==> config.mk <==
export PLATFORM = sky130hd
export DESIGN_NAME = irq_prio_arb
export DESIGN_NICKNAME = d
export VERILOG_FILES = /design/src/rtl/irq_arb_pkg.sv /design/src/rtl/irq_arb_ctrl.sv /design/src/rtl/irq_arb_dp.sv /design/src/rtl/irq_prio_arb.sv
export SDC_FILE = /design/constraint.sdc
export NUM_CORES = 1
export LEC_CHECK = 0
export ABC_AREA = 1
export CELL_PAD_IN_SITES_DETAIL_PLACEMENT = 2
export CELL_PAD_IN_SITES_GLOBAL_PLACEMENT = 2
export CORE_ASPECT_RATIO = 1.25
export CORE_MARGIN = 2
export CORE_UTILIZATION = 25
export CTS_BUF_LIST = sky130_fd_sc_hd__clkbuf_16
export DETAILED_ROUTE_END_ITERATION = 8
export PLACE_DENSITY_LB_ADDON = 0.08
export REMOVE_ABC_BUFFERS = 1
export SLEW_MARGIN = 15
export SYNTH_ARGS = -nofsm -noshare
export SYNTH_HDL_FRONTEND = slang
export SYNTH_HIERARCHICAL = 1
export SYNTH_SLANG_ARGS = --single-unit
==> constraint.sdc <==
create_clock -name clk -period 10.78 [get_ports clk]
set_input_delay 1.617 -clock clk [delete_from_list [all_inputs] [get_ports clk]]
set_output_delay 1.617 -clock clk [all_outputs]
set_load 0.02 [all_outputs]
==> src/rtl/irq_arb_pkg.sv <==
package irq_arb_pkg;

  // Selection tree is built over a fixed number of leaf slots; slot 0 is
  // the reserved source number and never carries a candidate.
  localparam int SLOT_CNT = 32;
  localparam int ID_W     = $clog2(SLOT_CNT);

  // Per-context strobes handed from control to datapath.
  typedef struct packed {
    logic [SLOT_CNT-1:0] candMask;  // source takes part this cycle
    logic                anyCand;   // at least one candidate present
  } ctxStrobe_t;

endpackage

==> src/rtl/irq_arb_ctrl.sv <==
module irq_arb_ctrl
  import irq_arb_pkg::*;
#(
  parameter int NUM_SRC = 31,
  parameter int NUM_CTX = 2,
  parameter int PRIO_W  = 3
) (
  input  logic                               clk,
  input  logic                               rstN,
  input  logic [NUM_SRC:1]                   pendIn,
  input  logic [NUM_CTX-1:0][NUM_SRC:1]      enIn,
  input  logic [NUM_SRC:1][PRIO_W-1:0]       prioIn,
  input  logic [NUM_CTX-1:0][PRIO_W-1:0]     threshIn,
  input  logic [NUM_CTX-1:0][PRIO_W-1:0]     winPrio,
  output ctxStrobe_t [NUM_CTX-1:0]           strobes,
  output logic [NUM_CTX-1:0]                 irqOut
);

  logic [NUM_CTX-1:0] irqNext;

  // Eligibility: pending, enabled for this context, and priority above 0.
  always_comb begin
    for (int c = 0; c < NUM_CTX; c++) begin
      strobes[c] = '0;
      for (int s = 1; s <= NUM_SRC; s++) begin
        strobes[c].candMask[s] = pendIn[s] & enIn[c][s] & (|prioIn[s]);
      end
      strobes[c].anyCand = |strobes[c].candMask;
    end
  end

  // Request line: strictly above threshold.
  always_comb begin
    for (int c = 0; c < NUM_CTX; c++) begin
      irqNext[c] = strobes[c].anyCand && (winPrio[c] > threshIn[c]);
    end
  end

  always_ff @(posedge clk) begin
    if (!rstN) irqOut <= '0;
    else       irqOut <= irqNext;
  end

  // A request with no candidate at all would mean a stale or wrong line.
  generate
    for (genvar c = 0; c < NUM_CTX; c++) begin : g_chk
      p_irq_needs_cand_r5: assert property (@(posedge clk) disable iff (!rstN)
        irqOut[c] |-> $past(strobes[c].anyCand));
    end
  endgenerate

endmodule

==> src/rtl/irq_arb_dp.sv <==
module irq_arb_dp
  import irq_arb_pkg::*;
#(
  parameter int NUM_SRC = 31,
  parameter int NUM_CTX = 2,
  parameter int PRIO_W  = 3
) (
  input  logic                               clk,
  input  logic                               rstN,
  input  ctxStrobe_t [NUM_CTX-1:0]           strobes,
  input  logic [NUM_SRC:1][PRIO_W-1:0]       prioIn,
  output logic [NUM_CTX-1:0][PRIO_W-1:0]     winPrio,
  output logic [NUM_CTX-1:0][ID_W-1:0]       claimIdOut,
  output logic [NUM_CTX-1:0][PRIO_W-1:0]     claimPrioOut
);

  localparam int LVL_CNT = ID_W;

  logic [NUM_CTX-1:0]             rootVld;
  logic [NUM_CTX-1:0][PRIO_W-1:0] rootPrio;
  logic [NUM_CTX-1:0][ID_W-1:0]   rootId;
  logic [NUM_CTX-1:0][ID_W-1:0]   idNext;

  generate
    for (genvar c = 0; c < NUM_CTX; c++) begin : g_ctx
      for (genvar lv = 0; lv <= LVL_CNT; lv++) begin : g_lvl
        localparam int NODES = SLOT_CNT >> lv;
        logic [NODES-1:0] vld;
        logic [PRIO_W-1:0] pr [NODES];
        logic [ID_W-1:0]   id [NODES];

        if (lv == 0) begin : g_leaf
          for (genvar n = 0; n < NODES; n++) begin : g_n
            assign vld[n] = strobes[c].candMask[n];
            assign id[n]  = ID_W'(n);
            if (n >= 1 && n <= NUM_SRC) begin : g_src
              assign pr[n] = prioIn[n];
            end else begin : g_none
              assign pr[n] = '0;
            end
          end
        end else begin : g_node
          for (genvar n = 0; n < NODES; n++) begin : g_n
            logic takeLo;
            // Lower-numbered half wins ties: compare (priority, inverted id).
            assign takeLo = g_lvl[lv-1].vld[2*n] &&
                            (!g_lvl[lv-1].vld[2*n+1] ||
                             (g_lvl[lv-1].pr[2*n] >= g_lvl[lv-1].pr[2*n+1]));
            assign vld[n] = g_lvl[lv-1].vld[2*n] | g_lvl[lv-1].vld[2*n+1];
            assign pr[n]  = takeLo ? g_lvl[lv-1].pr[2*n] : g_lvl[lv-1].pr[2*n+1];
            assign id[n]  = takeLo ? g_lvl[lv-1].id[2*n] : g_lvl[lv-1].id[2*n+1];
          end
        end
      end

      assign rootVld[c]  = g_lvl[LVL_CNT].vld[0];
      assign rootPrio[c] = g_lvl[LVL_CNT].pr[0];
      assign rootId[c]   = g_lvl[LVL_CNT].id[0];

      assign winPrio[c] = strobes[c].anyCand ? rootPrio[c] : '0;
      assign idNext[c]  = strobes[c].anyCand ? rootId[c]   : '0;

      // Tree and control must agree on whether anything competes.
      always_comb begin
        if (rstN) p_tree_agrees_r5: assert (rootVld[c] == strobes[c].anyCand);
      end

      // A reported winner always carries a nonzero level.
      p_win_nonzero_prio_r1: assert property (@(posedge clk) disable iff (!rstN)
        (claimIdOut[c] != '0) |-> (claimPrioOut[c] != '0));
    end
  endgenerate

  always_ff @(posedge clk) begin
    if (!rstN) begin
      claimIdOut   <= '0;
      claimPrioOut <= '0;
    end else begin
      claimIdOut   <= idNext;
      claimPrioOut <= winPrio;
    end
  end

endmodule

==> src/rtl/irq_prio_arb.sv <==
module irq_prio_arb
  import irq_arb_pkg::*;
#(
  parameter int NUM_SRC = 31,
  parameter int NUM_CTX = 2,
  parameter int PRIO_W  = 3
) (
  input  logic                               clk,
  input  logic                               rstN,
  input  logic [NUM_SRC:1]                   pendIn,
  input  logic [NUM_CTX-1:0][NUM_SRC:1]      enIn,
  input  logic [NUM_SRC:1][PRIO_W-1:0]       prioIn,
  input  logic [NUM_CTX-1:0][PRIO_W-1:0]     threshIn,
  output logic [NUM_CTX-1:0][ID_W-1:0]       claimIdOut,
  output logic [NUM_CTX-1:0][PRIO_W-1:0]     claimPrioOut,
  output logic [NUM_CTX-1:0]                 irqOut
);

  ctxStrobe_t [NUM_CTX-1:0]       strobes;
  logic [NUM_CTX-1:0][PRIO_W-1:0] winPrio;

  initial begin
    if (NUM_SRC < 1 || NUM_SRC > SLOT_CNT - 1)
      $error("NUM_SRC out of range");
  end

  irq_arb_ctrl #(.NUM_SRC(NUM_SRC), .NUM_CTX(NUM_CTX), .PRIO_W(PRIO_W)) u_ctrl (
    .clk      (clk),
    .rstN     (rstN),
    .pendIn   (pendIn),
    .enIn     (enIn),
    .prioIn   (prioIn),
    .threshIn (threshIn),
    .winPrio  (winPrio),
    .strobes  (strobes),
    .irqOut   (irqOut)
  );

  irq_arb_dp #(.NUM_SRC(NUM_SRC), .NUM_CTX(NUM_CTX), .PRIO_W(PRIO_W)) u_dp (
    .clk          (clk),
    .rstN         (rstN),
    .strobes      (strobes),
    .prioIn       (prioIn),
    .winPrio      (winPrio),
    .claimIdOut   (claimIdOut),
    .claimPrioOut (claimPrioOut)
  );

  generate
    for (genvar c = 0; c < NUM_CTX; c++) begin : g_chk
      // Request only above the threshold seen one edge earlier.
      p_irq_above_thresh_r4: assert property (@(posedge clk) disable iff (!rstN)
        irqOut[c] |-> (claimPrioOut[c] > $past(threshIn[c])));

      // Empty result is fully quiet.
      p_empty_quiet_r5: assert property (@(posedge clk) disable iff (!rstN)
        (claimIdOut[c] == '0) |-> ((claimPrioOut[c] == '0) && !irqOut[c]));
    end
  endgenerate

  // Steady inputs give steady outputs one registered stage later.
  p_hold_r8: assert property (@(posedge clk) disable iff (!rstN)
    ($past(rstN) && $stable(pendIn) && $stable(enIn) && $stable(prioIn) &&
     $stable(threshIn))
    |=> ($stable(claimIdOut) && $stable(claimPrioOut) && $stable(irqOut)));

endmodule

==> results of run 1 <==
[state kept, by name, summed over array words and instances (netlist names)]
signal             cells
u_ctrl/irqOut          2
u_dp/claimIdOut       10
u_dp/claimPrioOut      6
[cells in the final DEF, fill, tap and decap left out, types with 7 or more instances in the layout]
cell / instances
nand2_1: 500
inv_1: 356
clkdlybuf4s50_1: 211
o21ai_0: 130
nand3_1: 129
ha_1: 121
nor2_1: 104
a21oi_1: 49
nand2_2: 49
o21ai_1: 27
and2_1: 22
dfxtp_1: 18
nand3_2: 14
nand2_4: 12
a31oi_1: 12
or2_2: 11
o21ai_2: 10
inv_2: 10
o211ai_1: 8
a21oi_2: 7
[per-stage QoR]
step                      instances  instance area, um2
after floorplan                1651                8700
after global placement         2330               11400
after detailed placement       2330               11400
after CTS                      2334               11500
after global routing           2334               11500
final                          2334               11500
[kinds of logic after synthesis]
family | after synthesis
other cells | 1
simple gates | 871
compound gates | 271
fa+ha+maj | 121
buf+inv | 371
flops | 18
[path summary, 6_finish.rpt]
kind / start / to / slack [ns]
worst min-delay path: rstN / u_ctrl/irqOut[1] / 2.15
worst max-delay path: prioIn[45] / u_ctrl/irqOut[1] / 0.98
[metal layers]
layer	part of all wire	track usage	vias up
met5	0	0	-
met4	0.018	0.0377	0
met3	0.021	0.00741	30
met2	0.56	0.434	146
met1	0.40	0.219	5232
li1	-	-	5625
[power by group through the flow]
stage | combinational [mW] | sequential, mW | clock, mW
6_report | 1.36 | 0.114 | 0.0799
5_1_grt | 1.55 | 0.116 | 0.0839
4_1_cts | 1.38 | 0.114 | 0.0819
3_5_place_dp | 1.37 | 0.115 | 0
3_3_place_gp | 1.31 | 0.115 | 0
2_1_floorplan | 0.841 | 0.145 | 0
[area by class of cell]
class                   count  area [um2]
flip-flops and latches     18         360
repair buffers            211        2110
fillers                  4451       22900
clock inverters             1        3.75
inverters                 368        1380
multi-input cells        1265        6960
clock buffers               3        75.1
well taps                 468         586
==> out/qor.txt, run 1 <==
Syn Inst Count: 1653
First-pass GRT wire length: 59500 um
Clk pwr share: 0.051
Die footprint: 36400 um2
CTS tree: yes
Sink Count: 18
Minimum clock period: 9.80 ns
Antenna violations before repair: 0
CP endpoint kind: flop
DR vias: 11033
Mux share of post-synthesis cell area: 0
WL/cell: 16.1 um
Top cell type's share of synthesized area: 0.215
Switching Fraction: 0.579
Main synth FF type: dfxtp_1
Setup WS post-layout: 0.981 ns
Slew HR: 0.470
Worst min path class: input port to flop
Hold Path Cell Cnt: 3
Tcrit/Tclk final: 0.909
Most frequent cell after synthesis: nand2_1
Crit Path Max Fanout: 8
Largest family of logic cells by synthesized area: simple AND/OR/NAND/NOR gates
Inserted Diodes: 0
Detail Route Antenna Nets: 0
LEAKAGE: 6.63 nW
Area Growth Syn to Fin: 31.7%
Simple-gate share of the synthesized area: 0.447
Crit-path leading delay family: simple AND/OR/NAND/NOR gates
Worst-margin pin slew: 0.786 ns
Vias/cell: 4.73
Place WS: 0.486 ns
Synth cell count leaders: nand2_1 (500), inv_1 (356), o21ai_0 (130)
Max stage delay on crit path: 0.52 ns
Hold_buf cts: 0
Detailed Route WL: 37700 um
Max cap viols: 0
Core Area: 34400 um2
Initial DRC Count: 241
CP Data Required Time: 10.98 ns
Run status: finished, final reports clean
CP most frequent cell: o21ai_0
Synth Area in Adders: 0.174
Comb power frac: 0.876
Peak supply drop: 0.0651 mV
Largest cells by area after synthesis: nand2_1 (22%), ha_1 (17%), inv_1 (15%)
Total Power: 1.55 mW
Port bufs: 211
Sequential power share: 0.073
Worst path depth: 49
WS Path Type: input port to flop
Row cnt: 76
Clock transition at path regs: 0.06 ns
Netlist cell types: 43
Mapped cell area: 8720 um2
Max Slew Vio Count: 0
Number of synthesized flops with an enable pin: 0
Largest net degree at the start of global routing: 11
Synth Area in Compound Gates: 0.177
Clock root cell: clkbuf_16
Setup TNS: 0 ns
Share of layout cells above drive strength 1: 0.0665
Height of the die: 213 um
DR pass1 iterations: 4
Die width: 171 um
Post-synthesis sequential area ratio: 0.0413
Final-report hold violation count: 0
Vias in the first global route: 11972
# DRC: 0
Slowest-stage cell, CP: clkdlybuf4s50_1
Postcts setup bufs: 0
Hpwl dp: 34900 um
Internal power: 655 uW
Post-CTS sizing: 0
Clock Path Buffers: 2
Worst Path Buf+Inv: 7
Startpoint Class: input port
Final hold slack: 2.15 ns
XOR/XNOR share of the synthesized area: 0
RSZ-0062 raised after global routing: false
H-tree depth: 1
PwrDens: 135 nW/um2
Net switching power: 900 uW
Ys async rst share: 0
GPL Wtd Cong: 0.883
I/O Pins: 212
Synth Warn #: 6
Initial core utilization: 0.253
Worst Path Arrival: 10.00 ns
Fmax: 102 MHz
Total GRT Usage: 0.204
Final setup vio count: 0
Post-layout net count: 2182
CTS Buf Count: 3
GRT overflow: 0
Mean Syn Cell Area: 5.27 um2
Fin util: 0.334
Yosys reg bits: 18
Yosys top cell by area: nand2_1
Note: power is estimated with default switching activity, not from simulation.
==> inputs of run 2 (changes only) <==
- ABC_AREA: 1 -> not set
- CORE_UTILIZATION: 25 -> 29
==> run 2 against run 1 <==
Effect of this change: maximum frequency shrank 3.1%; power is 9.4% lower; clock power down 3.3%; utilization grew 5.6 points; count of clock-buffer cells in the layout stayed put; largest power group unchanged; synthesized area up 1.2%; die area is 13% lower; sequential power about the same; sequential share of layout area fell by 0.056 points; via count decreased by 8.4%; critical path depth decreased by 10; setup slack got worse by 0.32 ns.
==> out/qor.txt, run 2 <==
Hold_buf cts: 0
GR Util met1: 0.259
Leading cell type in the layout, fill and taps excluded: clkdlybuf4s50_1
Most flop-heavy register: u_dp/claimIdOut
Worst Path Arrival: 10.24 ns
Largest net degree at the start of global routing: 14
Row cnt: 71
Final setup vio count: 0
GR Util met3: 0.0108
Detailed Route WL: 36900 um
First-pass GRT wire length: 58200 um
GPL Wtd Cong: 0.888
GRT overflow: 0
Minimum clock period: 10.11 ns
Setup TNS: 0 ns
Final hold slack: 2.20 ns
Crit Path Max Fanout: 5
Number of synthesized flops with an enable pin: 0
Max stage delay on crit path: 0.51 ns
Clock Path Buffers: 2
Fmax: 98.9 MHz
Slew HR: 0.468
Run status: finished, final reports clean
Hpwl dp: 32900 um
RSZ-0062 raised after global routing: false
CTS tree: yes
CTS Buf Count: 3
Ys async rst share: 0
Max cap viols: 0
Clock root cell: clkbuf_16
Post-layout net count: 1747
Height of the die: 199 um
Tcrit/Tclk final: 0.938
Largest registers: u_dp/claimIdOut x10, u_dp/claimPrioOut x6, u_ctrl/irqOut x2
Post-synthesis sequential area ratio: 0.0409
Syn Inst Count: 1205
Synth Warn #: 6
Grt peak-use layer: met2
Yosys top cell by area: ha_1
Antenna violations before repair: 0
Mapped cell area: 8820 um2
Largest cells by area after synthesis: ha_1 (17%), inv_1 (8.5%), mux2i_1 (6.5%)
CP endpoint kind: flop
Slowest-stage cell, CP: clkdlybuf4s50_1
Worst min path class: input port to flop
Inserted Diodes: 0
Fin util: 0.389
Share of layout cells above drive strength 1: 0.102
Postcts setup bufs: 0
Final-report hold violation count: 0
Initial core utilization: 0.294
Die footprint: 31800 um2
DR pass1 iterations: 4
Max Slew Vio Count: 0
Detail Route Antenna Nets: 0
Vias in the first global route: 10976
Peak supply drop: 0.0648 mV
H-tree depth: 1
Most frequent cell after synthesis: inv_1
Top cell type's share of synthesized area: 0.172
Total Power: 1.41 mW
Total GRT Usage: 0.226
Place WS: 0.230 ns
Post-CTS sizing: 0
Setup WS post-layout: 0.665 ns
Mean Syn Cell Area: 7.32 um2
Synth cell count leaders: inv_1 (200), ha_1 (121), nor2_1 (91)
Port bufs: 211
Main synth FF type: dfxtp_1
Yosys reg bits: 18
Startpoint Class: input port
I/O Pins: 212
Sink Count: 18
Area Growth Syn to Fin: 32.6%
Leading cell types in the layout, fill and taps excluded: clkdlybuf4s50_1 (211), inv_1 (200), ha_1 (121), nor2_1 (90), a21oi_1 (69)
LEAKAGE: 5.35 nW
Max reg flops: 10
Core Area: 30000 um2
CP Data Required Time: 10.90 ns
PwrDens: 121 nW/um2
Clock transition at path regs: 0.06 ns
Initial DRC Count: 236
Met2 usage: 0.452
Vias/cell: 5.52
DR vias: 10102
# DRC: 0
Die width: 160 um
WS Path Type: input port to flop
Netlist cell types: 96
WL/cell: 20.1 um
Worst-margin pin slew: 0.790 ns
run 2: cell types whose count changed after synthesis, sizes merged, moves of 33 or more:
cell    change
inv       -166
a21o       +33
o21ai     -109
nand2b     +43
o311ai     +66
mux2i      +61
nand2     -493
nand3     -116
run 2: cell families after synthesis:
logic type      after synthesis  synth area share
compound gates              415             0.375
simple gates                338             0.202
buf+inv                     215            0.0932
fa+ha+maj                   129             0.181
mux                          89             0.108
flops                        18            0.0409
other cells                   1          0.000425
run 2: area by class of cell:
class | instances | area, um2
clock buffer | 3 | 75.1
fill | 3661 | 18300
inverter | 200 | 751
multi-input combinational | 973 | 7700
sequential | 18 | 360
tap | 401 | 502
timing repair buffer | 236 | 2300
run 2: metal layers:
layer | wire [um] | share of wire | vias up
met4 | 905 | 0.025 | 0
met2 | 19800 | 0.54 | 154
met1 | 15500 | 0.42 | 4930
li1 | - | - | 4984
met5 | 0 | 0 | -
met3 | 742 | 0.020 | 34
run 2: per-stage QoR:
| stage | cells | area [um2] |
|---|---|---|
| after floorplan | 1191 | 8750 |
| after CTS | 1831 | 11600 |
| after global placement | 1828 | 11600 |
| final | 1831 | 11700 |
| after global routing | 1831 | 11700 |
| after detailed placement | 1828 | 11600 |
run 2: where the power goes:
| part | internal (mW) | switching [mW] |
|---|---|---|
| Combinational | 0.532 | 0.682 |
| Clock | 0.0490 | 0.0284 |
| Sequential | 0.0985 | 0.0184 |
| Total | 0.680 | 0.729 |
run 2: path summary, 6_finish.rpt:
| path | start | end | cells after the start |
|---|---|---|---|
| hold / removal | threshIn[5] | u_ctrl/irqOut[1] | 5 |
| setup / recovery | prioIn[30] | u_ctrl/irqOut[1] | 39 |
run 2: critical path, delay by kind of cell:
family          cells  cell delay, ns
compound gates     16            3.38
simple gates        6            1.05
mux                 4            1.32
buf+inv             7            1.14
fa+ha+maj           6            1.73
